<file path="src/rtl/ftg_pkg.sv">
package ftg_pkg;
   typedef enum logic [1:0] {ST_IDLE, ST_ARMED, ST_RUN} ftg_state_e;

   localparam logic [3:0] CMD_SINGLE = 4'h2;
   localparam logic [3:0] CMD_TRAIN  = 4'h3;
   localparam logic [3:0] CMD_STOP   = 4'h4;

   localparam logic [2:0] A_CTRL  = 3'd0;
   localparam logic [2:0] A_TSEC  = 3'd1;
   localparam logic [2:0] A_TSUB  = 3'd2;
   localparam logic [2:0] A_WIDTH = 3'd3;
   localparam logic [2:0] A_IVAL  = 3'd4;

   localparam int FSEL_MAX = 14;
endpackage

</file>
<file path="src/rtl/ftg_regs.sv">
module ftg_regs
   import ftg_pkg::*;
#(
   parameter int DATA_W = 32,
   parameter int SEC_W  = 32,
   parameter int SUB_W  = 31
) (
   input  logic              clk,
   input  logic              rst_n,
   input  logic              wr_en,
   input  logic [2:0]        wr_addr,
   input  logic [DATA_W-1:0] wr_data,
   output logic              flex_en,
   output logic [3:0]        fsel,
   output logic [SEC_W-1:0]  tgt_sec,
   output logic [SUB_W-1:0]  tgt_sub,
   output logic [SUB_W-1:0]  width,
   output logic [SUB_W-1:0]  ival
);
   logic unused_wr;
   assign unused_wr = &{1'b0, wr_data};

   always_ff @(posedge clk) begin
      if (!rst_n) begin
         flex_en <= 1'b0;
         fsel    <= '0;
         tgt_sec <= '0;
         tgt_sub <= '0;
         width   <= '0;
         ival    <= '0;
      end else if (wr_en) begin
         unique case (wr_addr)
            A_CTRL: begin
               flex_en <= wr_data[0];
               fsel    <= wr_data[7:4];
            end
            A_TSEC:  tgt_sec <= wr_data[SEC_W-1:0];
            A_TSUB:  tgt_sub <= wr_data[SUB_W-1:0];
            A_WIDTH: width   <= wr_data[SUB_W-1:0];
            A_IVAL:  ival    <= wr_data[SUB_W-1:0];
            default: ;
         endcase
      end
   end
endmodule

</file>
<file path="src/rtl/ftg_fixed.sv">
module ftg_fixed
   import ftg_pkg::*;
#(
   parameter int SUB_W        = 31,
   parameter int DIGITAL_ROLL = 1,
   parameter int ROLL_MAX     = 1000000000
) (
   input  logic             clk,
   input  logic             rst_n,
   input  logic [SUB_W-1:0] sys_sub,
   input  logic [3:0]       fsel,
   output logic             fixed_pulse
);
   logic unused_in;
   assign unused_in = &{1'b0, sys_sub, fsel};

   generate
      if (DIGITAL_ROLL != 0) begin : g_bin
         logic sel_bit;
         always_comb begin
            sel_bit = 1'b0;
            for (int k = 0; k <= FSEL_MAX; k++) begin
               if (fsel == 4'(k)) sel_bit = ~sys_sub[SUB_W-1-k];
            end
         end

         always_ff @(posedge clk) begin
            if (!rst_n) fixed_pulse <= 1'b0;
            else        fixed_pulse <= sel_bit;
         end

         // slowest setting follows the top subsecond bit
         a_r2_fixed_one_hz: assert property (@(posedge clk) disable iff (!rst_n)
            (fsel == 4'd0) |=> (fixed_pulse == !$past(sys_sub[SUB_W-1])));
      end else begin : g_dec
         localparam logic [SUB_W-1:0] HALF = SUB_W'(ROLL_MAX / 2);
         always_ff @(posedge clk) begin
            if (!rst_n) fixed_pulse <= 1'b0;
            else        fixed_pulse <= (sys_sub < HALF);
         end
      end
   endgenerate
endmodule

</file>
<file path="src/rtl/ftg_seq.sv">
module ftg_seq
   import ftg_pkg::*;
#(
   parameter int SEC_W    = 32,
   parameter int SUB_W    = 31,
   parameter int TICK_INC = 1
) (
   input  logic             clk,
   input  logic             rst_n,
   input  logic [SEC_W-1:0] sys_sec,
   input  logic [SUB_W-1:0] sys_sub,
   input  logic             cmd_valid,
   input  logic [3:0]       cmd,
   input  logic [SEC_W-1:0] tgt_sec,
   input  logic [SUB_W-1:0] tgt_sub,
   input  logic [SUB_W-1:0] width,
   input  logic [SUB_W-1:0] ival,
   output logic             pulse,
   output logic             irq,
   output logic             err
);
   localparam int TW    = SEC_W + SUB_W;
   localparam int CNT_W = SUB_W;

   ftg_state_e       state;
   logic [CNT_W-1:0] cnt;
   logic             train, stop_pend, pend, pend_train;

   logic [TW-1:0]    now_t, tgt_t;
   logic             reached, past, is_start, is_stop, start_now, start_train;
   logic [CNT_W-1:0] effw;
   logic [CNT_W:0]   cnt_sum, cnt_wrap;
   logic             p_train, p_single;

   assign now_t       = {sys_sec, sys_sub};
   assign tgt_t       = {tgt_sec, tgt_sub};
   assign reached     = (now_t >= tgt_t);
   assign past        = (tgt_t < now_t);
   assign is_start    = cmd_valid && ((cmd == CMD_SINGLE) || (cmd == CMD_TRAIN));
   assign is_stop     = cmd_valid && (cmd == CMD_STOP);
   assign start_now   = pend || is_start;
   assign start_train = is_start ? (cmd == CMD_TRAIN) : pend_train;

   assign effw     = (width < ival) ? width : ival - 1'b1;
   assign cnt_sum  = {1'b0, cnt} + (CNT_W+1)'(TICK_INC);
   assign cnt_wrap = (cnt_sum >= {1'b0, ival}) ? cnt_sum - {1'b0, ival} : cnt_sum;
   assign p_train  = (cnt_wrap < {1'b0, effw});
   assign p_single = (cnt_sum < {1'b0, width});

   always_ff @(posedge clk) begin
      if (!rst_n) begin
         state      <= ST_IDLE;
         cnt        <= '0;
         pulse      <= 1'b0;
         irq        <= 1'b0;
         err        <= 1'b0;
         train      <= 1'b0;
         stop_pend  <= 1'b0;
         pend       <= 1'b0;
         pend_train <= 1'b0;
      end else begin
         irq <= 1'b0;
         unique case (state)
            ST_IDLE: if (is_start) begin
               train     <= (cmd == CMD_TRAIN);
               stop_pend <= 1'b0;
               if (past) err <= 1'b1;
               else begin
                  err   <= 1'b0;
                  state <= ST_ARMED;
               end
            end
            ST_ARMED: begin
               if (is_stop) state <= ST_IDLE;
               else if (reached) begin
                  state <= ST_RUN;
                  cnt   <= '0;
                  pulse <= 1'b1;
                  irq   <= 1'b1;
               end
            end
            ST_RUN: begin
               if (train) begin
                  if ((is_stop || stop_pend) && !p_train) begin
                     state     <= ST_IDLE;
                     pulse     <= 1'b0;
                     stop_pend <= 1'b0;
                  end else begin
                     cnt   <= cnt_wrap[CNT_W-1:0];
                     pulse <= p_train;
                     if (is_stop) stop_pend <= 1'b1;
                  end
               end else if (p_single) begin
                  cnt <= cnt_sum[CNT_W-1:0];
                  if (is_start) begin
                     pend       <= 1'b1;
                     pend_train <= (cmd == CMD_TRAIN);
                  end
               end else begin
                  pulse <= 1'b0;
                  pend  <= 1'b0;
                  if (start_now) begin
                     train <= start_train;
                     if (past) begin
                        err   <= 1'b1;
                        state <= ST_IDLE;
                     end else begin
                        err   <= 1'b0;
                        state <= ST_ARMED;
                     end
                  end else state <= ST_IDLE;
               end
            end
            default: state <= ST_IDLE;
         endcase
      end
   end

   // the strobe marks a rising output edge
   a_r4_irq_on_rise: assert property (@(posedge clk) disable iff (!rst_n)
      irq |-> (pulse && !$past(pulse)));

   // a first pulse only fires once the time has reached the target
   a_r3_fire_at_target: assert property (@(posedge clk) disable iff (!rst_n)
      irq |-> $past(now_t >= tgt_t));

   // a late start raises the error without firing
   a_r8_err_no_fire: assert property (@(posedge clk) disable iff (!rst_n)
      $rose(err) |-> (!pulse && !irq));

   // an idle sequencer keeps the output low
   a_r7_idle_low: assert property (@(posedge clk) disable iff (!rst_n)
      (state == ST_IDLE) |-> !pulse);
endmodule

</file>
<file path="src/rtl/flex_pulse_gen.sv">
module flex_pulse_gen
   import ftg_pkg::*;
#(
   parameter int DATA_W       = 32,
   parameter int SEC_W        = 32,
   parameter int SUB_W        = 31,
   parameter int DIGITAL_ROLL = 1,
   parameter int ROLL_MAX     = 1000000000,
   parameter int TICK_INC     = 1
) (
   input  logic              clk,
   input  logic              rst_n,
   input  logic [SEC_W-1:0]  sys_sec,
   input  logic [SUB_W-1:0]  sys_sub,
   input  logic              wr_en,
   input  logic [2:0]        wr_addr,
   input  logic [DATA_W-1:0] wr_data,
   input  logic              cmd_valid,
   input  logic [3:0]        cmd,
   output logic              pulse_out,
   output logic              tgt_irq,
   output logic              err_past
);
   generate
      if (SEC_W > DATA_W || SUB_W > DATA_W) begin : g_bad_width
         $error("time fields must fit in the write data width");
      end
      if (DIGITAL_ROLL != 0 && SUB_W < FSEL_MAX + 1) begin : g_bad_sub
         $error("binary rollover needs at least 15 subsecond bits");
      end
      if (DIGITAL_ROLL == 0 && ((ROLL_MAX - 1) >> SUB_W) != 0) begin : g_bad_roll
         $error("decimal rollover limit does not fit the subsecond field");
      end
      if (TICK_INC < 1) begin : g_bad_tick
         $error("tick increment must be positive");
      end
   endgenerate

   logic             flex_en;
   logic [3:0]       fsel;
   logic [SEC_W-1:0] tgt_sec;
   logic [SUB_W-1:0] tgt_sub, width, ival;
   logic             seq_pulse, fixed_pulse;

   ftg_regs #(.DATA_W(DATA_W), .SEC_W(SEC_W), .SUB_W(SUB_W)) u_regs (
      .clk(clk), .rst_n(rst_n), .wr_en(wr_en), .wr_addr(wr_addr), .wr_data(wr_data),
      .flex_en(flex_en), .fsel(fsel), .tgt_sec(tgt_sec), .tgt_sub(tgt_sub),
      .width(width), .ival(ival));

   ftg_fixed #(.SUB_W(SUB_W), .DIGITAL_ROLL(DIGITAL_ROLL), .ROLL_MAX(ROLL_MAX)) u_fixed (
      .clk(clk), .rst_n(rst_n), .sys_sub(sys_sub), .fsel(fsel), .fixed_pulse(fixed_pulse));

   ftg_seq #(.SEC_W(SEC_W), .SUB_W(SUB_W), .TICK_INC(TICK_INC)) u_seq (
      .clk(clk), .rst_n(rst_n), .sys_sec(sys_sec), .sys_sub(sys_sub),
      .cmd_valid(cmd_valid), .cmd(cmd), .tgt_sec(tgt_sec), .tgt_sub(tgt_sub),
      .width(width), .ival(ival), .pulse(seq_pulse), .irq(tgt_irq), .err(err_past));

   assign pulse_out = flex_en ? seq_pulse : fixed_pulse;
endmodule

</file>
<file path="config.mk">
export PLATFORM = sky130hd
export DESIGN_NAME = flex_pulse_gen
export DESIGN_NICKNAME = d
export VERILOG_FILES = /design/src/rtl/ftg_pkg.sv /design/src/rtl/ftg_regs.sv /design/src/rtl/ftg_fixed.sv /design/src/rtl/ftg_seq.sv /design/src/rtl/flex_pulse_gen.sv
export SDC_FILE = /design/constraint.sdc
export NUM_CORES = 1
export LEC_CHECK = 0
export CORE_MARGIN = 2
export CORE_UTILIZATION = 35
export CTS_BUF_LIST = sky130_fd_sc_hd__clkbuf_4 sky130_fd_sc_hd__clkbuf_8 sky130_fd_sc_hd__clkbuf_16
export DETAILED_ROUTE_END_ITERATION = 10
export DONT_BUFFER_PORTS = 1
export HOLD_SLACK_MARGIN = 0.08
export PLACE_DENSITY = 0.57
export SLEW_MARGIN = 20
export SYNTH_ARGS = -nofsm -noshare
export SYNTH_HDL_FRONTEND = slang
export SYNTH_HIERARCHICAL = 1
export SYNTH_SLANG_ARGS = --single-unit
</file>
<file path="constraint.sdc">
create_clock -name clk -period 6.9 [get_ports clk]
set_input_delay 1.38 -clock clk [delete_from_list [all_inputs] [get_ports clk]]
set_output_delay 1.38 -clock clk [all_outputs]
set_load 0.02 [all_outputs]
</file>
* Yosys cells after proc, flatten, opt, wreduce, memory -nomap -nowiden
Index checks and enable logic that the tools add are counted.
Storage, ports and cells: register bits after elaboration 171, input port bits 106, output and inout port bits 3, logic and storage cells 167
Cells by class: bitwise gates (word level) 18, add/sub/neg operators 3, order comparisons 6, eq/ne operators 38, reductions and logical operators 26, multiplexer cells 60
Operator list (number):
- two-way mux 31 bit | 6
- less-than comparator 32 x 31 -> 1 bit | 2
- >= comparator 63 bit | 1
- less-than comparator 63 bit | 1
- one-hot mux 31 bit (2 select lines) | 1
- two-way mux 1 bit | 40
- adder 31 x 1 -> 32 bit, second input constant | 1
- >= comparator 32 x 31 -> 1 bit | 1
- two-way mux 32 bit | 1
- subtractor 32 x 31 -> 32 bit | 1
- less-than comparator 31 bit | 1
- subtractor 31 x 1 -> 31 bit, second input constant | 1
- == test 4 bit, second input constant | 7
- == test 4 x 3 -> 1 bit, second input constant | 5
- NOT 1 bit | 18
- == test 4 x 2 -> 1 bit, second input constant | 4
- AND reduction 5 bit | 3
- two-way mux 2 bit | 7
- AND reduction 2 bit | 6
- inequality test 2 x 1 -> 1 bit, second input constant | 5
- inequality test 3 x 1 -> 1 bit, second input constant | 3
- inequality test 2 bit, second input constant | 4
- one-hot mux 1 bit (2 select lines) | 4
- AND reduction 4 bit | 2
- other kinds (18) | 26

* Depth between registers and ports, before layout
word-level depth 16, mapped depth 32, mapped depth without buffers 29

* Cells and area by module
Netlist, hierarchy kept.
Modules (own cells, without submodules):
- ftg_seq | area each 9276.4 µm², cells each 1309, times used 1
- ftg_regs | area each 4725.8 µm², cells each 461, times used 1
- ftg_fixed | area each 180.2 µm², cells each 18, times used 1
- flex_pulse_gen | area each 15.0 µm², cells each 1, times used 1

* Least setup slack after synthesis
Ideal clock, no wire load.
path kind reg-to-reg, start register u_seq.cnt[0], end register u_seq.cnt[8], clock period less this slack 6.773 ns, path slack 0.127 ns, required time 6.779 ns, stages on the path, launching flop included 30, path buffers 1, data arrival time 6.651 ns, library setup time 0.121 ns, path through dfxtp_1 ha_1 nand3_1 nor3_1 and3_1 and3_1 clkbuf_1 nand2_1 xnor2_1 ha_1 a21o_1 a21oi_1 nor2b_1 or4_4 o21bai_1 nand2_1 a221oi_1 xor2_1 o21ai_0 ha_1 and4_1 nand4_1 or3_4 nor4b_4 nand2b_1 mux2i_1 nor4_4 a21o_4 a21oi_4 mux2_4
On the way: longest elaborated chain between the ends 8, elaborated cells between the ends (all ways) 15
Ends and longest elaborated chain:
- start, declared | line ftg_seq.sv:26 | logic [CNT_W-1:0] cnt;
- start signal, assigned | line ftg_seq.sv:89 | cnt <= cnt_wrap[CNT_W-1:0];
- start signal, assigned | line ftg_seq.sv:94 | cnt <= cnt_sum[CNT_W-1:0];
- adder 31 x 1 -> 32 bit * | line ftg_seq.sv:45 | assign cnt_sum = {1'b0, cnt} + (CNT_W+1)'(TICK_INC);
- subtractor 32 x 31 -> 32 bit / >= comparator 32 x 31 -> 1 bit (equally long branches) | line ftg_seq.sv:46 | assign cnt_wrap = (cnt_sum >= {1'b0, ival}) ? cnt_sum - {1'b0, ival} : cnt_sum;
- two-way mux 32 bit | line ftg_seq.sv:46
- less-than comparator 32 x 31 -> 1 bit | line ftg_seq.sv:47 | assign p_train = (cnt_wrap < {1'b0, effw});
- logical NOT 1 bit | line ftg_seq.sv:84 | if ((is_stop || stop_pend) && !p_train) begin
- logical AND 1 bit | line ftg_seq.sv:84
- inequality test 3 bit (no source line)
- AND reduction 5 bit (no source line)
Mark *: on every way between the ends. The rest lies on a longest branch, timed or not. The select of a mux whose other input is x is not followed. A chain may end at the register's enable or synchronous reset.

* Worst setup path in the final report
start register u_seq.cnt[1], end register u_seq.cnt[2]
Same word-level chain as after synthesis.

==> results_tabular.tex <==
\begin{tabular}{lr}
\hline
Metric & Value \\
\hline
\multicolumn{2}{l}{\textbf{Timing}} \\
\quad Clock period minus worst slack & 6.539 ns \\
\quad Period utilisation layout & a little over nine tenths \\
\quad Post-route setup TNS & 0 ns \\
\quad Max-slew headroom at the worst pin & around 32\% \\
\quad Max Clk Rate & 152.9 MHz \\
\quad Final setup viols & 0 \\
\quad Worst Max-Slew Pin Slew & 1.004 ns \\
\quad Hold violation count in the final report & 0 \\
\quad Number of slew-limit violations in the final report & 0 \\
\quad Max Clock Skew & about 0.0084 ns \\
\multicolumn{2}{l}{\textbf{Logic synthesis}} \\
\quad Most area-consuming cells after synthesis & dfxtp\_1, ha\_1, mux2i\_1 \\
\quad Synthesized area & 14,200 sq um \\
\quad Async SR Flop Fraction & 0\% \\
\quad Most common cell in the netlist & nand2\_1 \\
\quad Portion of synthesized cell area occupied by the leading cell type & 24.11\% \\
\quad EDFF count, synth & 0 \\
\quad Synthesized net count & between 2,000 and 2,500 \\
\quad Number of distinct library cell variants in the gate-level netlist after synthesis & 84 \\
\quad Cell taking the most area after synthesis & dfxtp\_1 \\
\quad Total of flip-flops plus latches after synthesis & roughly 170 \\
\quad Most frequent cells after synthesis & nand2\_1, ha\_1, dfxtp\_1, inv\_1, mux2i\_1 \\
\quad Sequential fraction of the synthesis area & between 20 and 25\% \\
\quad Number of synthesis warnings & 6 \\
\quad Synth Area per Inst & roughly 8 sq um \\
\quad Mapped Cells & 1,789 \\
\quad Main flop type after synthesis & dfxtp\_1 \\
\multicolumn{2}{l}{\textbf{Finish}} \\
\quad Filler-free cell count of the finished design & $\sim$2,400 \\
\quad \# nets final & about 2,100 \\
\quad Layout Area Growth over Synthesis & 11.89\% \\
\quad Ratio of cells with drive above 1 in the final layout & under 10\% \\
\multicolumn{2}{l}{\textbf{Setup path}} \\
\quad Worst path top cell family by delay & simple AND/OR/NAND/NOR gates \\
\quad Critical Path Max Stage Delay & about 0.45 ns \\
\quad Cell type with the highest occurrence count on the critical path & ha\_1 \\
\quad Critical Path RT & between 7 and 8 ns \\
\quad Kind of end point of the critical path & flip-flop \\
\quad Classification of the worst setup path & reg2reg \\
\quad Type of origin of the critical path & flip-flop \\
\quad Origin of the critical flop-to-flop path & u\_seq/cnt[1] \\
\quad Largest fanout of any net on the critical path & 6 \\
\quad Cell with the biggest individual delay on the critical path & or3\_4 \\
\quad Crit path launch & u\_seq/cnt[1] \\
\quad Buffer and inverter count on the worst path & 1 \\
\quad Arrival time at the worst endpoint & about 6.9 ns \\
\multicolumn{2}{l}{\textbf{Place}} \\
\quad Cells after DPL & 2,318 \\
\quad Half-perimeter wire length after placement & approximately 34,000 microns \\
\quad Total of buffers placed on input and output ports & 0 \\
\quad Final weighted congestion in routability-driven placement & 0.9268 \\
\multicolumn{2}{l}{\textbf{Clock tree}} \\
\quad Cts-stage hold buffer count & 0 \\
\quad H-tree level count & 4 \\
\quad Root Driver & clkbuf\_16 \\
\quad Maximum root-to-sink buffer count & 2 \\
\quad TritonCTS clock tree & done \\
\quad CTS buffer count & 17 \\
\quad Reg clk slew, reported paths & 0.08 ns \\
\quad Clock network latency to the later pin of the worst-skew pair & roughly 0.46 ns \\
\quad Clk sink count & $\sim$170 \\
\multicolumn{2}{l}{\textbf{Detailed routing}} \\
\quad Ratio of routed vias to standard cells & between 5 and 6 \\
\quad Sum of routed wire length over all layers & about 42,000 microns \\
\quad Iter 0 DRT Violations & 928 \\
\quad Drc violations & 0 \\
\quad Antenna-violating nets left & 0 \\
\quad Detailed Routing Iterations Pass 1 & 5 \\
\quad Via count & between 10,000 and 15,000 \\
\quad Routed wire length per instance & between 15 and 20 microns \\
\multicolumn{2}{l}{\textbf{Die}} \\
\quad Die ar. & roughly 42,000 sq um \\
\quad Ports placed on the boundary & between 100 and 150 \\
\quad Vertical die dimension & 205.4 microns \\
\quad Initial cell density of the core & a little over a third \\
\quad Placeable core region & about 40,000 sq um \\
\quad Cell Rows & between 70 and 80 \\
\quad Die X-Extent & approximately 200 microns \\
\multicolumn{2}{l}{\textbf{Power}} \\
\quad Switching share of power & 35.91\% \\
\quad Net switching power & $\sim$0.0010 W \\
\quad Peak supply drop & approximately 180 uV \\
\quad Power share of the sequential group & roughly 35\% \\
\quad Combinational power share & 30.1\% \\
\quad Power after layout & 0.002880 W \\
\quad Power density over the cells & around 180 nW/um\^{}2 \\
\quad Clock power frac & about a third \\
\quad P\_int & between 0.0015 and 0.002 W \\
\quad Leakage power of the design & roughly 7.6 nW \\
\multicolumn{2}{l}{\textbf{Global routing}} \\
\quad Pin count of the biggest net entering global routing & roughly 190 \\
\quad Antenna violations before repair & 1 \\
\quad Total global-route track usage & between 20\% and 30\% \\
\quad Wire length of the first global-routing pass & 66,910 microns \\
\quad Total overflow reported by the global router & 0 \\
\quad Vias in the first global route & around 12,000 \\
\multicolumn{2}{l}{\textbf{Min path}} \\
\quad Type of the tightest min-delay check & reg2reg \\
\quad Hold path startpoint & u\_regs/tgt\_sec[31] \\
\multicolumn{2}{l}{\textbf{Job}} \\
\quad Max-cap viol count & 0 \\
\multicolumn{2}{l}{\textbf{Status}} \\
\quad Outcome & complete, no violations \\
\hline
\end{tabular}
final cells by class:
cell class | instances | area, sq um
Fill cell | 4018 | 24030
Multi-Input combinational cell | 1398 | 10020
Sequential cell | 171 | 3426
Tap cell | 525 | 656.9
Timing Repair Buffer | 76 | 608.1
Inverter | 153 | 574.3
Clock buffer | 17 | 425.4
Clock inverter | 15 | 176.4
Antenna cell | 1 | 2.502
tightest hold or removal path, delay by kind of cell (launching register included):
family,cells,cell delay (ns)
flip-flops,1,0.32
AND/OR/NAND/NOR,1,0.05
multiplexers,1,0.05
timing repair:
action                                  CTS  global route
endpoints found under the setup margin    3            35
pin swaps                                 0             7
gates resized for setup                   1            25
buffers inserted                          0             5
layout by cell type (no fill, tap or decap), drive strengths merged, types with 6 or more instances in the layout:
| cell type | synthesis | routed |
|---|---|---|
| o21a | 14 | 14 |
| o21ai | 78 | 78 |
| nor3 | 28 | 28 |
| nor2 | 99 | 99 |
| and3 | 13 | 13 |
| buf | 25 | 76 |
| xor2 | 31 | 31 |
| and2 | 8 | 8 |
| ha | 186 | 186 |
| nand3 | 43 | 43 |
| nor4 | 15 | 15 |
| xnor2 | 50 | 50 |
| clkbuf | 42 | 17 |
| mux2 | 11 | 11 |
| a21oi | 129 | 129 |
| a211oi | 21 | 21 |
| a31oi | 10 | 10 |
| nand4 | 39 | 39 |
| o2111ai | 9 | 9 |
| inv | 153 | 160 |
| o31ai | 8 | 8 |
| a21o | 16 | 16 |
| nand2b | 11 | 11 |
| o21bai | 7 | 7 |
| dfxtp | 171 | 171 |
| mux2i | 153 | 153 |
| clkinv | 0 | 6 |
| nor2b | 11 | 11 |
| nand2 | 309 | 309 |
| and4 | 9 | 9 |
| o211ai | 14 | 14 |
stage by stage:
step           hold slack [ns]  setup slack (ns)  cell area, sq um  util (%)
2_1_floorplan           0.4366            0.1274             14200         -
3_3_place_gp            0.4468            0.1721             15130     37.91
3_5_place_dp            0.4520           0.03881             15130     37.91
4_1_cts                 0.4635           0.03574             15740     39.43
5_1_grt                 0.4736          -0.04174             15880     39.79
6_report                0.4596            0.3608             15890     39.80
registers in the layout, indices dropped and copies added, names as in the netlist:
signal and count:
u_regs/tgt_sub 31, u_seq/pend 1, u_regs/width 31, u_seq/cnt 31, u_fixed/fixed_pulse 1, u_regs/flex_en 1
u_seq/stop_pend 1, u_seq/irq 1, u_seq/state 2, u_seq/err 1, u_seq/train 1, u_regs/ival 31
u_regs/tgt_sec 32, u_seq/pulse 1, u_seq/pend_train 1, u_regs/fsel 4
cells by family after synthesis:
group / share of synthesized area (%)
AOI/OAI and AO/OA: 15.66
xor gates and xnor gates: 4.997
adders and majority gates: 16.53
buffers and inverters: 6.222
DFF: 24.11
muxes: 12.08
and+or+nand+nor: 20.39
power by group through the flow:
stage	Sequential (W)	Clock, W	Combinational [W]
after floorplan	0.00104	0	0.000618
after global placement	0.00104	0	0.000841
after detailed placement	0.00104	0	0.000845
after CTS	0.00102	0.00102	0.000852
after global routing	0.00102	0.00105	0.000969
final	0.00102	0.000993	0.000868
worst paths after layout:
check,to,slack [ns],cells after the start
hold / removal,u_regs/tgt_sec[31],0.46,2
setup / recovery,u_seq/cnt[2],0.36,29
hold reg to reg,u_regs/tgt_sec[31],0.46,2
setup reg to reg,u_seq/cnt[2],0.36,29
per-layer routing:
metal  global-route usage, %  wire length, microns
met1                   27.90                 20430
met2                   32.00                 18560
met3                   4.007                  2382
met4                   6.475                  1049
met5                       0                     0
No activity file was read; power rests on OpenSTA's default activity.
